[src/rtl/fcc_pkg.sv]
package fcc_pkg;

    typedef enum logic [1:0] {
        RD_ARRAY  = 2'd0,
        RD_STATUS = 2'd1,
        RD_IDENT  = 2'd2
    } rd_mode_e;

    typedef enum logic [1:0] {
        CS_IDLE        = 2'd0,
        CS_ERASE_SETUP = 2'd1,
        CS_PROG_SETUP  = 2'd2
    } cmd_state_e;

    localparam logic [7:0] OP_READ_ARRAY = 8'hFF;
    localparam logic [7:0] OP_READ_ID    = 8'h90;
    localparam logic [7:0] OP_READ_SR    = 8'h70;
    localparam logic [7:0] OP_CLEAR_SR   = 8'h50;
    localparam logic [7:0] OP_ERASE      = 8'h20;
    localparam logic [7:0] OP_CONFIRM    = 8'hD0;
    localparam logic [7:0] OP_PROG_A     = 8'h40;
    localparam logic [7:0] OP_PROG_B     = 8'h10;
    localparam logic [7:0] OP_SUSPEND    = 8'hB0;

endpackage

[src/rtl/fcc_timer.sv]
module fcc_timer #(
    parameter int LEN = 8
) (
    input  logic clk,
    input  logic rst_n,
    input  logic load,
    input  logic run,
    output logic done
);
    localparam int CNT_W = $clog2(LEN + 1);

    logic [CNT_W-1:0] cnt_d, cnt_q;

    always_comb begin
        cnt_d = cnt_q;
        if (load)
            cnt_d = CNT_W'(LEN - 1);
        else if (run && cnt_q != '0)
            cnt_d = cnt_q - 1'b1;
    end

    assign done = run && (cnt_q == '0);

    always_ff @(posedge clk or negedge rst_n) begin
        if (!rst_n) cnt_q <= '0;
        else        cnt_q <= cnt_d;
    end
endmodule

[src/rtl/fcc_array.sv]
module fcc_array #(
    parameter int ADDR_W  = 6,
    parameter int BLK_OFS = 3,
    parameter int DATA_W  = 16
) (
    input  logic                      clk,
    input  logic                      erase_en,
    input  logic [ADDR_W-BLK_OFS-1:0] erase_blk,
    input  logic                      prog_en,
    input  logic [ADDR_W-1:0]         prog_addr,
    input  logic [DATA_W-1:0]         prog_data,
    input  logic [ADDR_W-1:0]         rd_addr,
    output logic [DATA_W-1:0]         rd_word
);
    localparam int DEPTH = 1 << ADDR_W;

    // Non-volatile storage: deliberately not touched by reset.
    logic [DATA_W-1:0] mem [DEPTH];

    always_ff @(posedge clk) begin
        for (int i = 0; i < DEPTH; i++) begin
            if (erase_en && (i >> BLK_OFS) == int'(erase_blk))
                mem[i] <= '1;
            else if (prog_en && i == int'(prog_addr))
                mem[i] <= mem[i] & prog_data;
        end
    end

    assign rd_word = mem[rd_addr];
endmodule

[src/rtl/flash_cmd_ctrl.sv]
module flash_cmd_ctrl
    import fcc_pkg::*;
#(
    parameter int          ADDR_W    = 6,
    parameter int          BLK_OFS   = 3,
    parameter int          DATA_W    = 16,
    parameter int          ERASE_CYC = 20,
    parameter int          PROG_CYC  = 5,
    parameter logic [15:0] MFR_CODE  = 16'h00A7,
    parameter logic [15:0] DEV_CODE  = 16'h3C5E
) (
    input  logic              clk,
    input  logic              rst_n,
    input  logic              wr_en,
    input  logic [ADDR_W-1:0] wr_addr,
    input  logic [DATA_W-1:0] wr_data,
    input  logic [ADDR_W-1:0] rd_addr,
    output logic [DATA_W-1:0] rd_data
);
    localparam int BLK_W = ADDR_W - BLK_OFS;

    typedef struct packed {
        rd_mode_e          mode;
        cmd_state_e        cmd;
        logic [BLK_W-1:0]  setup_blk;
        logic              er_act;
        logic              er_susp;
        logic [BLK_W-1:0]  er_blk;
        logic              pg_act;
        logic              pg_susp;
        logic [ADDR_W-1:0] pg_addr;
        logic [DATA_W-1:0] pg_data;
        logic              err_erase;
        logic              err_write;
        logic              err_seq;
    } ctl_t;

    ctl_t ctl_d, ctl_q;

    logic             er_run, pg_run, er_done, pg_done, er_load, pg_load, ready;
    logic [7:0]       op;
    logic [BLK_W-1:0] wr_blk;
    logic [7:0]       sr_w;
    logic             cmd_idle_w;
    logic [DATA_W-1:0] arr_word;

    assign op     = wr_data[7:0];
    assign wr_blk = wr_addr[ADDR_W-1:BLK_OFS];
    assign er_run = ctl_q.er_act && !ctl_q.er_susp && !ctl_q.pg_act;
    assign pg_run = ctl_q.pg_act && !ctl_q.pg_susp;
    assign ready  = !(er_run || pg_run);
    assign sr_w   = {ready, ctl_q.er_susp, ctl_q.err_erase, ctl_q.err_write,
                     ctl_q.err_seq, ctl_q.pg_susp, 2'b00};
    assign cmd_idle_w = (ctl_q.cmd == CS_IDLE);

    fcc_timer #(.LEN(ERASE_CYC)) u_er_tmr (
        .clk(clk), .rst_n(rst_n), .load(er_load), .run(er_run), .done(er_done)
    );

    fcc_timer #(.LEN(PROG_CYC)) u_pg_tmr (
        .clk(clk), .rst_n(rst_n), .load(pg_load), .run(pg_run), .done(pg_done)
    );

    fcc_array #(.ADDR_W(ADDR_W), .BLK_OFS(BLK_OFS), .DATA_W(DATA_W)) u_array (
        .clk(clk),
        .erase_en(er_done), .erase_blk(ctl_q.er_blk),
        .prog_en(pg_done), .prog_addr(ctl_q.pg_addr), .prog_data(ctl_q.pg_data),
        .rd_addr(rd_addr), .rd_word(arr_word)
    );

    always_comb begin
        ctl_d   = ctl_q;
        er_load = 1'b0;
        pg_load = 1'b0;
        if (er_done) ctl_d.er_act = 1'b0;
        if (pg_done) ctl_d.pg_act = 1'b0;

        if (wr_en) begin
            if (ctl_q.cmd == CS_PROG_SETUP) begin
                // data cycle of a word write
                ctl_d.cmd  = CS_IDLE;
                ctl_d.mode = RD_STATUS;
                if (ctl_q.er_susp && wr_blk == ctl_q.er_blk) begin
                    ctl_d.err_write = 1'b1;
                end else begin
                    ctl_d.pg_act  = 1'b1;
                    ctl_d.pg_addr = wr_addr;
                    ctl_d.pg_data = wr_data;
                    pg_load       = 1'b1;
                end
            end else if (ctl_q.cmd == CS_ERASE_SETUP) begin
                ctl_d.cmd  = CS_IDLE;
                ctl_d.mode = RD_STATUS;
                if (op == OP_CONFIRM && wr_blk == ctl_q.setup_blk) begin
                    ctl_d.er_act = 1'b1;
                    ctl_d.er_blk = wr_blk;
                    er_load      = 1'b1;
                end else begin
                    ctl_d.err_erase = 1'b1;
                    ctl_d.err_seq   = 1'b1;
                end
            end else if (!ready) begin
                // running: only suspend is honoured, never a nested one
                if (op == OP_SUSPEND && !er_done && !pg_done) begin
                    ctl_d.mode = RD_STATUS;
                    if (pg_run && !ctl_q.er_susp) ctl_d.pg_susp = 1'b1;
                    else if (er_run)              ctl_d.er_susp = 1'b1;
                end
            end else if (ctl_q.pg_susp) begin
                case (op)
                    OP_READ_ARRAY: ctl_d.mode = RD_ARRAY;
                    OP_READ_SR:    ctl_d.mode = RD_STATUS;
                    OP_CONFIRM: begin
                        ctl_d.pg_susp = 1'b0;
                        ctl_d.mode    = RD_STATUS;
                    end
                    default: ;
                endcase
            end else if (ctl_q.er_susp) begin
                case (op)
                    OP_READ_ARRAY: ctl_d.mode = RD_ARRAY;
                    OP_READ_SR:    ctl_d.mode = RD_STATUS;
                    OP_PROG_A, OP_PROG_B: begin
                        ctl_d.cmd  = CS_PROG_SETUP;
                        ctl_d.mode = RD_STATUS;
                    end
                    OP_CONFIRM: begin
                        ctl_d.er_susp = 1'b0;
                        ctl_d.mode    = RD_STATUS;
                    end
                    default: ;
                endcase
            end else begin
                case (op)
                    OP_READ_ARRAY: ctl_d.mode = RD_ARRAY;
                    OP_READ_ID:    ctl_d.mode = RD_IDENT;
                    OP_READ_SR:    ctl_d.mode = RD_STATUS;
                    OP_CLEAR_SR: begin
                        ctl_d.err_erase = 1'b0;
                        ctl_d.err_write = 1'b0;
                        ctl_d.err_seq   = 1'b0;
                        ctl_d.mode      = RD_STATUS;
                    end
                    OP_ERASE: begin
                        ctl_d.cmd       = CS_ERASE_SETUP;
                        ctl_d.setup_blk = wr_blk;
                        ctl_d.mode      = RD_STATUS;
                    end
                    OP_PROG_A, OP_PROG_B: begin
                        ctl_d.cmd  = CS_PROG_SETUP;
                        ctl_d.mode = RD_STATUS;
                    end
                    default: ;
                endcase
            end
        end
    end

    always_ff @(posedge clk or negedge rst_n) begin
        if (!rst_n) ctl_q <= '0;
        else        ctl_q <= ctl_d;
    end

    always_comb begin
        case (ctl_q.mode)
            RD_STATUS: rd_data = {{(DATA_W-8){1'b0}}, sr_w};
            RD_IDENT:  rd_data = rd_addr[0] ? DATA_W'(DEV_CODE) : DATA_W'(MFR_CODE);
            default:   rd_data = arr_word;
        endcase
    end
endmodule

[config.mk]
export PLATFORM = sky130hd
export DESIGN_NAME = flash_cmd_ctrl
export DESIGN_NICKNAME = d
export VERILOG_FILES = /design/src/rtl/fcc_pkg.sv /design/src/rtl/fcc_timer.sv /design/src/rtl/fcc_array.sv /design/src/rtl/flash_cmd_ctrl.sv
export SDC_FILE = /design/constraint.sdc
export NUM_CORES = 2
export LEC_CHECK = 0
export ABC_AREA = 1
export BUFFER_PORTS_ARGS = -buffer_cell sky130_fd_sc_hd__buf_2
export CAP_MARGIN = 20
export CORE_MARGIN = 4
export CORE_UTILIZATION = 30
export DETAILED_ROUTE_END_ITERATION = 12
export GPL_ROUTABILITY_DRIVEN = 0
export HOLD_SLACK_MARGIN = 0.08
export PLACE_DENSITY = 0.54
export REMOVE_ABC_BUFFERS = 1
export SLEW_MARGIN = 20
export SYNTH_ARGS = -nofsm -noshare
export SYNTH_HDL_FRONTEND = slang
export SYNTH_SLANG_ARGS = --single-unit
[constraint.sdc]
create_clock -name clk -period 2.8 [get_ports clk]
set_input_delay 0.14 -clock clk [delete_from_list [all_inputs] [get_ports clk]]
set_output_delay 0.14 -clock clk [all_outputs]
set_load 0.02 [all_outputs]
==> summary.md <==
| Metric | Value |
|---|---|
| Largest cells by area after synthesis | edfxtp_1 57%, nand2_1 23%, nand3_1 7.7% |
| Initial antenna violation count | 3 |
| Number of synthesized flops with an enable pin | 1024 |
| Port Buffer Count | 46 |
| Root buffer selected by CTS | clkbuf_16 |
| Sequential area share after synthesis | 59.6% |
| Crit-path max FO | 2 |
| Seq. cell area | 32000 um^2 |
| Fill cells | 18100 |
| Setup-failing EPs final | 0 |
| TritonCTS Buffers | 120 |
| Reg-to-Reg End | u_array.mem[6][15]$_SDFFCE_PN1P_ |
| Syn. warnings | 0 |
| Relative slew slack | 27.8% |
| Largest area contributor in the netlist | edfxtp_1 |
| Startpoint types | flop |
| Post-Layout Cell Count | 8638 |
| Worst-path clk slew | 60 ps |
| GRT overflow | 0 |
| Worst r2r path cells | 9 |
| Mapped Cells | 6178 |
| Outcome | finished, final reports clean |
| Post-synth top area share | 57.5% |
| Data arrival, critical path | 2660 ps |
| DR WL/cell | 21.1 um |
| CP endpoint kind | output pin |
| CP Data Required Time | 2660 ps |
| Total of max-cap violations | 0 |
| Die width | 430 um |
| RSZ-0062 raised after global routing | true |
| Vias in the first global route | 40800 |
| Met2 wire len | 81.6 mm |
| Hold Crit Start | wr_addr[0] |
| Final layout net count | 6235 |
| Highest routed layer | met4 |
| CTS H-tree lvls | 3 |
| Row count | 154 |
| Antenna-violating nets left | 0 |
| Routed vias/inst | 5.11 |
| Count leader, synth | nand2_1 |
| Die area | 185000 um^2 |
| Area delta synth->final | 15.3% |
| Reg2reg setup slack | 70 ps |
| Pwr dens | 686 nW/um^2 |
| Largest net degree at the start of global routing | 83 |
| GRT Overall Usage | 19.2% |
| Via count | 44100 |
| Worst Hold Endpoint | ctl_q[19]$_DFFE_PN0P_ |
| Post-route DRC | 0 |
| Post-DP HPWL | 117 mm |
| Clock sink count | 1070 |
| Die H | 430 um |
| Seq cells post-synth | 1070 |
| Post-synth top flop | edfxtp_1 |
| Leakage power | 21.4 nW |
| Fin Setup TNS | 0 ps |
| CTS tree | built |
| Fin crit share | 99.9% |
| Placed Area | 57300 um^2 |
| Design Area, Final | 61700 um^2 |
| Commonest cells in the netlist | 3294 x nand2_1, 1024 x edfxtp_1, 819 x nand3_1, 189 x o21ai_0, 171 x clkbuf_1 |
| Post-synthesis average cell area | 8.66 um^2 |
| R2r startpoint | u_er_tmr.cnt_q[0]$_DFFE_PN0P_ |
| Metal3 WL | 16.4 mm |
| Met1 wire length | 77.2 mm |
| Starting density of the core | 30.3% |
| Setup CP Type | flop to output pin |
| DP Cell Count | 8372 |
| Worst skew pair latency | 780 ps |
| Max Buffers Root-to-Sink | 3 |
| Area of the multi-input gates | 19200 um^2 |
| Core footprint | 177000 um^2 |
| Final Hold Violating Endpoints | 0 |
| Hold Crit Class | input port to flop |
| Worst Max-Slew Pin Slew | 1080 ps |
| Hold path cells | 4 |
| Worst IR Drop VDD | 0.844 mV |
| Asr flop ratio synth | 4.30% |
| Synthesized area | 53500 um^2 |
| Max Slew Vio Count | 0 |
| Unique masters post-synth | 32 |
| Routed WL | 183 mm |
| Fmax | 357 MHz |
| Fin crit period | 2800 ps |
| Hold slack | 163 ps |
| Global-route wire length before repair | 271 mm |
| I/O pin count | 47 |
| DRT Pass-1 Iters | 6 |
| Setup Skew | 62.9 ps |
| DR iter-0 viols | 5539 |
| Fraction of layout cells with a size suffix above 1 | 9.32% |
where the power goes:
part	internal [mW]	switching (mW)
logic	1.79	5.74
clock network	8.54	6.78
registers	17.8	1.72
total	28.1	14.3
registers in the layout (all words and copies together), names as in the netlist:
register / cells
u_array.mem: 1024
u_pg_tmr.cnt_q: 3
ctl_q: 38
u_er_tmr.cnt_q: 5
logic make-up (layout without fill, tap and decap cells):
group           Yosys count  count (layout)  synth area share, %
compound gates          280             280                 2.65
xor+xnor                  3               3               0.0491
fa+ha+maj                 8               8                0.187
buf+inv                 560             678                 5.00
flops                  1070            1070                 59.6
other cells               0               2                    0
simple gates           4257            4257                 32.5
through the flow:
stage | power (mW) | worst slack, ps | util, %
floorplan | 21.8 | -1940 | -
global placement | 27.0 | -137 | 32.4
detailed placement | 27.0 | -63.5 | 32.4
CTS | 42.4 | -42.9 | 34.8
global route | 43.7 | -14.7 | 34.9
finish | 42.4 | 2.33 | 34.9
worst max path at each step:
| stage | start | endpoint | depth (start not counted) |
|---|---|---|---|
| floorplan | rd_addr[0] | rd_data[14] | 9 |
| global placement | u_er_tmr.cnt_q[0]$_DFFE_PN0P_ | u_array.mem[9][2]$_SDFFCE_PN1P_ | 9 |
| detailed placement | u_er_tmr.cnt_q[0]$_DFFE_PN0P_ | u_array.mem[12][2]$_SDFFCE_PN1P_ | 9 |
| CTS | u_array.mem[21][12]$_SDFFCE_PN1P_ | rd_data[12] | 11 |
| global route | u_array.mem[21][12]$_SDFFCE_PN1P_ | rd_data[12] | 11 |
| finish | u_array.mem[29][8]$_SDFFCE_PN1P_ | rd_data[8] | 9 |
critical path, stage by stage (launching register included):
cell and delay (ps):
edfxtp_1 360, nand2_1 60, nand3_1 90, nand3_1 110
nand2_1 260, nand2_1 110, nand3_1 180, nand3_1 220
a21oi_4 310, buf_2 210
timing repair:
action	CTS	global route
endpoints found under the setup margin	335	223
pin swaps	0	6
resized for setup	25	32
hold buffers	39	0
setup buffers	2	1
hold endpoints to repair	72	0
layout by cell type (no fill, tap or decap), types with 43 or more instances in the layout:
master        n
o21ai_1      75
nand3_1     798
a21oi_1      62
nand2_1    3275
clkbuf_16   121
buf_2        43
inv_1       121
buf_4       149
o21ai_0     124
buf_12       81
edfxtp_1   1024
nor2_1       67
metal layers:
| metal | track usage (%) | vias up |
|---|---|---|
| met3 | 3.32 | 347 |
| met5 | 0 | - |
| met1 | 27.0 | 21300 |
| met4 | 6.88 | 0 |
| li1 | - | 20400 |
| met2 | 29.7 | 2084 |
layout make-up:
class | count | area share (%)
tap | 2340 | 4.75
inverter | 143 | 0.904
sequential | 1070 | 51.8
clock inverter | 74 | 0.973
antenna | 2 | 0.00811
timing repair buffer | 313 | 5.45
multi-input combinational | 4548 | 31.1
clock buffer | 148 | 5.07
(Power assumes the default switching activity.)
